==> src/rtl/dfe_eq_pkg.sv <==
package dfe_eq_pkg;

  // Per-coefficient step request issued by the adaptation logic
  typedef enum logic [1:0] {
    MOVE_HOLD = 2'd0,
    MOVE_UP   = 2'd1,
    MOVE_DOWN = 2'd2
  } move_e;

endpackage

==> src/rtl/dfe_tap_cell.sv <==
module dfe_tap_cell
  import dfe_eq_pkg::*;
#(
  parameter int MAGW = 6
) (
  input  logic            clk,
  input  logic            rst,
  input  logic            adapt_en,
  input  move_e           move,
  output logic            neg_q,
  output logic [MAGW-1:0] mag_q
);

  localparam logic [MAGW-1:0] MAG_MAX = {MAGW{1'b1}};
  localparam logic [MAGW-1:0] MAG_ONE = MAGW'(1);

  always_ff @(posedge clk) begin
    if (rst || !adapt_en) begin
      neg_q <= 1'b0;
      mag_q <= '0;
    end else begin
      case (move)
        MOVE_UP: begin
          if (neg_q) begin
            mag_q <= mag_q - MAG_ONE;
            if (mag_q == MAG_ONE) neg_q <= 1'b0;
          end else if (mag_q != MAG_MAX) begin
            mag_q <= mag_q + MAG_ONE;
          end
        end
        MOVE_DOWN: begin
          if (!neg_q && mag_q == '0) begin
            neg_q <= 1'b1;
            mag_q <= MAG_ONE;
          end else if (!neg_q) begin
            mag_q <= mag_q - MAG_ONE;
          end else if (mag_q != MAG_MAX) begin
            mag_q <= mag_q + MAG_ONE;
          end
        end
        default: ;
      endcase
    end
  end

  // signed view of the coefficient, used only by the checks below
  logic signed [MAGW+1:0] val;
  assign val = neg_q ? -$signed({2'b00, mag_q}) : $signed({2'b00, mag_q});

  p_zero_positive_r6: assert property (@(posedge clk) disable iff (rst)
    (mag_q == '0) |-> !neg_q);

  p_tap_step_r5: assert property (@(posedge clk) disable iff (rst)
    adapt_en |=> (((val - $past(val)) <= 1) && ((val - $past(val)) >= -1)));

  p_tap_default_r7: assert property (@(posedge clk) disable iff (rst)
    !adapt_en |=> (mag_q == '0 && !neg_q));

endmodule

==> src/rtl/dfe_gain_ctrl.sv <==
module dfe_gain_ctrl #(
  parameter int GW     = 7,
  parameter int EW     = 18,
  parameter int TARGET = 64,
  parameter int DEF    = 32
) (
  input  logic          clk,
  input  logic          rst,
  input  logic          adapt_en,
  input  logic [EW-1:0] eq_mag,
  output logic [GW-1:0] gain_q
);

  localparam logic [GW-1:0] GMAX  = {GW{1'b1}};
  localparam logic [GW-1:0] GDEF  = GW'(DEF);
  localparam logic [EW-1:0] LEVEL = EW'(TARGET);

  always_ff @(posedge clk) begin
    if (rst || !adapt_en) begin
      gain_q <= GDEF;
    end else if (eq_mag < LEVEL) begin
      if (gain_q != GMAX) gain_q <= gain_q + GW'(1);
    end else if (eq_mag > LEVEL) begin
      if (gain_q != '0) gain_q <= gain_q - GW'(1);
    end
  end

  p_gain_step_r3: assert property (@(posedge clk) disable iff (rst)
    adapt_en |=> (({1'b0, gain_q} + 1'b1 >= {1'b0, $past(gain_q)}) &&
                  ({1'b0, gain_q} <= {1'b0, $past(gain_q)} + 1'b1)));

  p_gain_top_r4: assert property (@(posedge clk) disable iff (rst)
    (adapt_en && gain_q == GMAX) |=> (gain_q != '0));

  p_gain_floor_r4: assert property (@(posedge clk) disable iff (rst)
    (adapt_en && gain_q == '0) |=> (gain_q != GMAX));

  p_gain_default_r7: assert property (@(posedge clk) disable iff (rst)
    !adapt_en |=> (gain_q == GDEF));

endmodule

==> src/rtl/dfe_fb_sum.sv <==
module dfe_fb_sum #(
  parameter int NTAP = 3,
  parameter int MAGW = 6,
  parameter int FW   = 10
) (
  input  logic [NTAP-1:0]           tap_neg,
  input  logic [NTAP*MAGW-1:0]      tap_mag,
  input  logic [NTAP-1:0]           hist,
  output logic signed [FW-1:0]      fb
);

  logic signed [FW-1:0] term [NTAP];

  for (genvar k = 0; k < NTAP; k++) begin : g_term
    logic signed [FW-1:0] m;
    assign m = $signed(FW'(tap_mag[k*MAGW +: MAGW]));
    // product c_k * d_k is negative when exactly one of (coef<0, decision=-1) holds
    assign term[k] = (tap_neg[k] ^ ~hist[k]) ? -m : m;
  end

  always_comb begin
    fb = '0;
    for (int k = 0; k < NTAP; k++) fb = fb + term[k];
  end

endmodule

==> src/rtl/dfe_agc_eq.sv <==
module dfe_agc_eq
  import dfe_eq_pkg::*;
#(
  parameter int SW     = 8,
  parameter int GW     = 7,
  parameter int MAGW   = 6,
  parameter int NTAP   = 3,
  parameter int GSHIFT = 5,
  parameter int TARGET = 64
) (
  input  logic                   clk,
  input  logic                   rst,
  input  logic                   rate_top,
  input  logic signed [SW-1:0]   sample_in,
  output logic                   bit_out,
  output logic [GW-1:0]          gain_obs,
  output logic [NTAP-1:0]        tap_sign_obs,
  output logic [NTAP*MAGW-1:0]   tap_mag_obs
);

  localparam int PW       = SW + GW + 1;
  localparam int EW       = PW + 2;
  localparam int FW       = MAGW + 2 + $clog2(NTAP);
  localparam int DEF_GAIN = 1 << GSHIFT;

  logic [NTAP-1:0]        hist_q;
  logic [GW-1:0]          gain_q;
  logic [NTAP-1:0]        tap_neg;
  logic [NTAP*MAGW-1:0]   tap_mag;
  logic signed [FW-1:0]   fb;

  logic signed [PW-1:0]   s_ext, g_ext, prod, scaled;
  logic signed [EW-1:0]   eq, tgt, err;
  logic [EW-1:0]          eq_mag;
  logic                   dec, err_pos, err_zero;

  // gain scaling, feedback subtraction, slicer
  assign s_ext  = PW'(sample_in);
  assign g_ext  = $signed(PW'({1'b0, gain_q}));
  assign prod   = s_ext * g_ext;
  assign scaled = prod >>> GSHIFT;
  assign eq     = EW'(scaled) - EW'(fb);
  assign eq_mag = eq[EW-1] ? EW'(-eq) : EW'(eq);
  assign dec    = ~eq[EW-1];

  // slicer error against the ideal level of the chosen symbol
  assign tgt      = dec ? EW'(TARGET) : -EW'(TARGET);
  assign err      = eq - tgt;
  assign err_pos  = !err[EW-1] && (err != '0);
  assign err_zero = (err == '0);

  dfe_fb_sum #(.NTAP(NTAP), .MAGW(MAGW), .FW(FW)) u_fb (
    .tap_neg (tap_neg),
    .tap_mag (tap_mag),
    .hist    (hist_q),
    .fb      (fb)
  );

  dfe_gain_ctrl #(.GW(GW), .EW(EW), .TARGET(TARGET), .DEF(DEF_GAIN)) u_gain (
    .clk      (clk),
    .rst      (rst),
    .adapt_en (rate_top),
    .eq_mag   (eq_mag),
    .gain_q   (gain_q)
  );

  for (genvar k = 0; k < NTAP; k++) begin : g_tap
    move_e mv;
    assign mv = err_zero               ? MOVE_HOLD :
                (err_pos == hist_q[k]) ? MOVE_UP   : MOVE_DOWN;

    dfe_tap_cell #(.MAGW(MAGW)) u_tap (
      .clk      (clk),
      .rst      (rst),
      .adapt_en (rate_top),
      .move     (mv),
      .neg_q    (tap_neg[k]),
      .mag_q    (tap_mag[k*MAGW +: MAGW])
    );
  end

  always_ff @(posedge clk) begin
    if (rst) hist_q <= '0;
    else     hist_q <= {hist_q[NTAP-2:0], dec};
  end

  assign bit_out      = hist_q[0];
  assign gain_obs     = gain_q;
  assign tap_sign_obs = tap_neg;
  assign tap_mag_obs  = tap_mag;

  p_hist_shift_r2: assert property (@(posedge clk) disable iff (rst)
    1'b1 |=> (hist_q[NTAP-1:1] == $past(hist_q[NTAP-2:0])));

  p_ideal_hold_r9: assert property (@(posedge clk) disable iff (rst)
    (rate_top && err_zero) |=> (tap_mag_obs == $past(tap_mag_obs)));

endmodule

==> config.mk <==
export PLATFORM = sky130hd
export DESIGN_NAME = dfe_agc_eq
export DESIGN_NICKNAME = d
export VERILOG_FILES = /design/src/rtl/dfe_eq_pkg.sv /design/src/rtl/dfe_tap_cell.sv /design/src/rtl/dfe_gain_ctrl.sv /design/src/rtl/dfe_fb_sum.sv /design/src/rtl/dfe_agc_eq.sv
export SDC_FILE = /design/constraint.sdc
export NUM_CORES = 1
export LEC_CHECK = 0
export BUFFER_PORTS_ARGS = -buffer_cell sky130_fd_sc_hd__buf_2
export CAP_MARGIN = 20
export CORE_MARGIN = 2
export CORE_UTILIZATION = 45
export CTS_CLUSTER_DIAMETER = 30
export DETAILED_ROUTE_END_ITERATION = 6
export MAX_ROUTING_LAYER = met4
export REMOVE_ABC_BUFFERS = 1
export SLEW_MARGIN = 20
export SYNTH_ARGS = -nofsm -noshare
export SYNTH_HDL_FRONTEND = slang
export SYNTH_HIERARCHICAL = 1
export SYNTH_SLANG_ARGS = --single-unit
==> constraint.sdc <==
create_clock -name clk -period 26 [get_ports clk]
set_clock_uncertainty 0.15 [all_clocks]
set_input_delay 5.2 -clock clk [delete_from_list [all_inputs] [get_ports clk]]
set_output_delay 5.2 -clock clk [all_outputs]
set_load 0.05 [all_outputs]
==> out/qor.txt <==
Layout Nets -> 1117
Synth Cell Area -> 7550 um^2
Register Area -> 621 um^2
total grt overflow -> 0
CP arrival -> 13.64 ns
Starting Density -> 45.8%
largest net degree at the start of global routing -> 19
antenna violations before repair -> 0
Vias/cell -> 5.40
crit path launch type -> input pin
Final Hold Viols -> 0
full die area -> 17800 um^2
IO Port Bufs -> 39
Data required, critical path -> 26.02 ns
Placed Area -> 7870 um^2
Total Wirelength -> 16900 um
TritonCTS clock tree -> done
maximum clock rate -> 73.4 MHz
htree depth -> 2
Primary FF master, synth -> dfxtp_1
post-synthesis sequential area ratio -> 8.22%
max cap viols -> 0
core box area -> 16500 um^2
share of cells above drive strength 1 -> 11.0%
DR WL/cell -> 14.2 um
Async SR Flop Fraction -> 0%
Ys Warns -> 6
first-pass GRT wire length -> 28600 um
Post-synth EDFFs -> 0
drt first pass iters -> 4
CP Capture Type -> flip-flop
commonest non-fill, non-tap cell in the layout -> inv_1
Syn Inst Count -> 952
hold buffers post-CTS -> 0
clk slew on worst S/H paths -> 0.06 ns
RSZ-0062 raised after global routing -> false
fillcell total -> 1669
placed cells -> 1183
fin crit share -> 52.4%
Setup TNS Final -> 0 ns
HPWL after DPL -> 13200 um
Worst slew margin -> 47.2%
vias in the first global route -> 5795
Die W -> 133 um
CTS buffer count -> 5
GRT Total Usage -> 19.7%
CTS Buffer Depth -> 2
Final Worst Setup Slack -> 12.38 ns
IO Pins -> 40
Non-Filler Instances -> 1191
ant diodes -> 0
clock root cell -> clkbuf_16
post-synth cell types -> 90
post-route ant nets -> 0
Post-CTS Resized -> 0
max-slew violation count -> 0
Vias -> 6430
status -> finished, final reports clean
GP Congestion -> 0.845
area of the multi-input gates -> 6210 um^2
most frequent cells in the layout -> 146 x inv_1, 79 x ha_1, 60 x nor2_1
Row Count -> 47
flops & latches, synth -> 31
Period minus WS final -> 13.62 ns
average cell area after synthesis -> 7.93 um^2
setup violators final -> 0
Skew-Pair Late Insertion Delay -> 0.28 ns
Slowest-stage cell, CP -> ha_1
detailed router's first-iteration violation count -> 291
cell mode on critical path -> inv_1
min-delay worst type -> reg -> reg
pre-CTS setup slack -> 12.10 ns
final instance area -> 8050 um^2
CP Max Fanout -> 16
CTS sink cnt -> 31
Area Growth Syn to Fin -> 6.62%
# Post-CTS Setup Buffers -> 0
die height -> 133 um
DRC -> 0
Slowest Stage Delay on Critical Path -> 0.62 ns
Worst-Margin Slew -> 0.791 ns
Setup CP Type -> in -> reg
[flip-flops by register name (all words and copies together) (netlist names)]
register           count
u_gain/gain_q          7
g_tap.u_tap/mag_q     18
hist_q                 3
g_tap.u_tap/neg_q      3
[routing by layer]
layer  track usage (%)  share of wire, %  vias to the layer above
met4              2.13              0.45                        0
met2              29.1                44                       76
met3              1.90               2.7                        9
met5                 -                 0                        -
li1                  -                 -                     3303
met1              30.1                53                     3042
[final timing paths]
path,from,to,slack [ns],depth (start not counted)
setup / recovery,sample_in[3],g_tap[1].u_tap/mag_q[1]$_SDFFE_PP0P_,12.38,36
hold / removal,hist_q[1]$_SDFF_PP0_,hist_q[2]$_SDFF_PP0_,0.43,1
setup reg to reg,u_gain/gain_q[2]$_SDFFE_PP0P_,g_tap[1].u_tap/mag_q[1]$_SDFFE_PP0P_,16.82,32
hold reg to reg,hist_q[1]$_SDFF_PP0_,hist_q[2]$_SDFF_PP0_,0.43,1
[cells by family (layout without fill, tap and decap cells)]
logic type / count (synthesis) / after routing / share of synthesized area, %
compound gates: 210 / 210 / 20.4
xor+xnor: 61 / 61 / 7.36
fa+ha+maj: 136 / 136 / 28.2
buf+inv: 180 / 196 / 9.58
flops: 31 / 31 / 8.22
mux: 8 / 8 / 1.16
other cells: 1 / 4 / 0.0497
simple gates: 325 / 325 / 25.0
[cell type report]
cell class	count	area share, %
Clock buffer	6	1.73
Multi-Input combinational cell	744	77.2
Tap cell	220	3.42
Timing Repair Buffer	41	2.61
Sequential cell	31	7.71
Inverter	147	6.86
Clock inverter	2	0.435
[stage by stage]
step	utilization [%]	hold slack [ns]
after floorplan	-	0.362
after global placement	47.8	0.424
after detailed placement	47.8	0.429
after CTS	48.9	0.438
after global routing	48.9	0.460
final	48.9	0.432
[worst max-delay path: cells and delay by family]
| kind | cells | cell delay [ns] |
|---|---|---|
| adder cells (fa/ha/maj) | 8 | 3.67 |
| buffers and inverters | 7 | 0.64 |
| XOR/XNOR | 1 | 0.12 |
| AO/OA/AOI/OAI | 13 | 2.66 |
| AND/OR/NAND/NOR | 7 | 1.32 |
[synthesized netlist by cell type, types with 11 or more instances]
cell	instances	area (um^2)
nand3_1	27	135
nor2b_1	13	81.3
xnor2_1	45	394
o22ai_1	11	68.8
buf_2	19	95.1
o21ai_0	28	140
xor2_1	14	123
nor2_1	60	225
nor3_1	31	155
inv_1	146	548
dfxtp_1	31	621
ha_1	79	988
fa_1	57	1140
and2_1	48	300
a21oi_1	58	290
nand2_1	46	173
o21a_1	13	97.6
nand2b_1	18	113
Power is not shown: default switching activity piles up to over one toggle a cycle in this logic, so the estimate is an artifact.
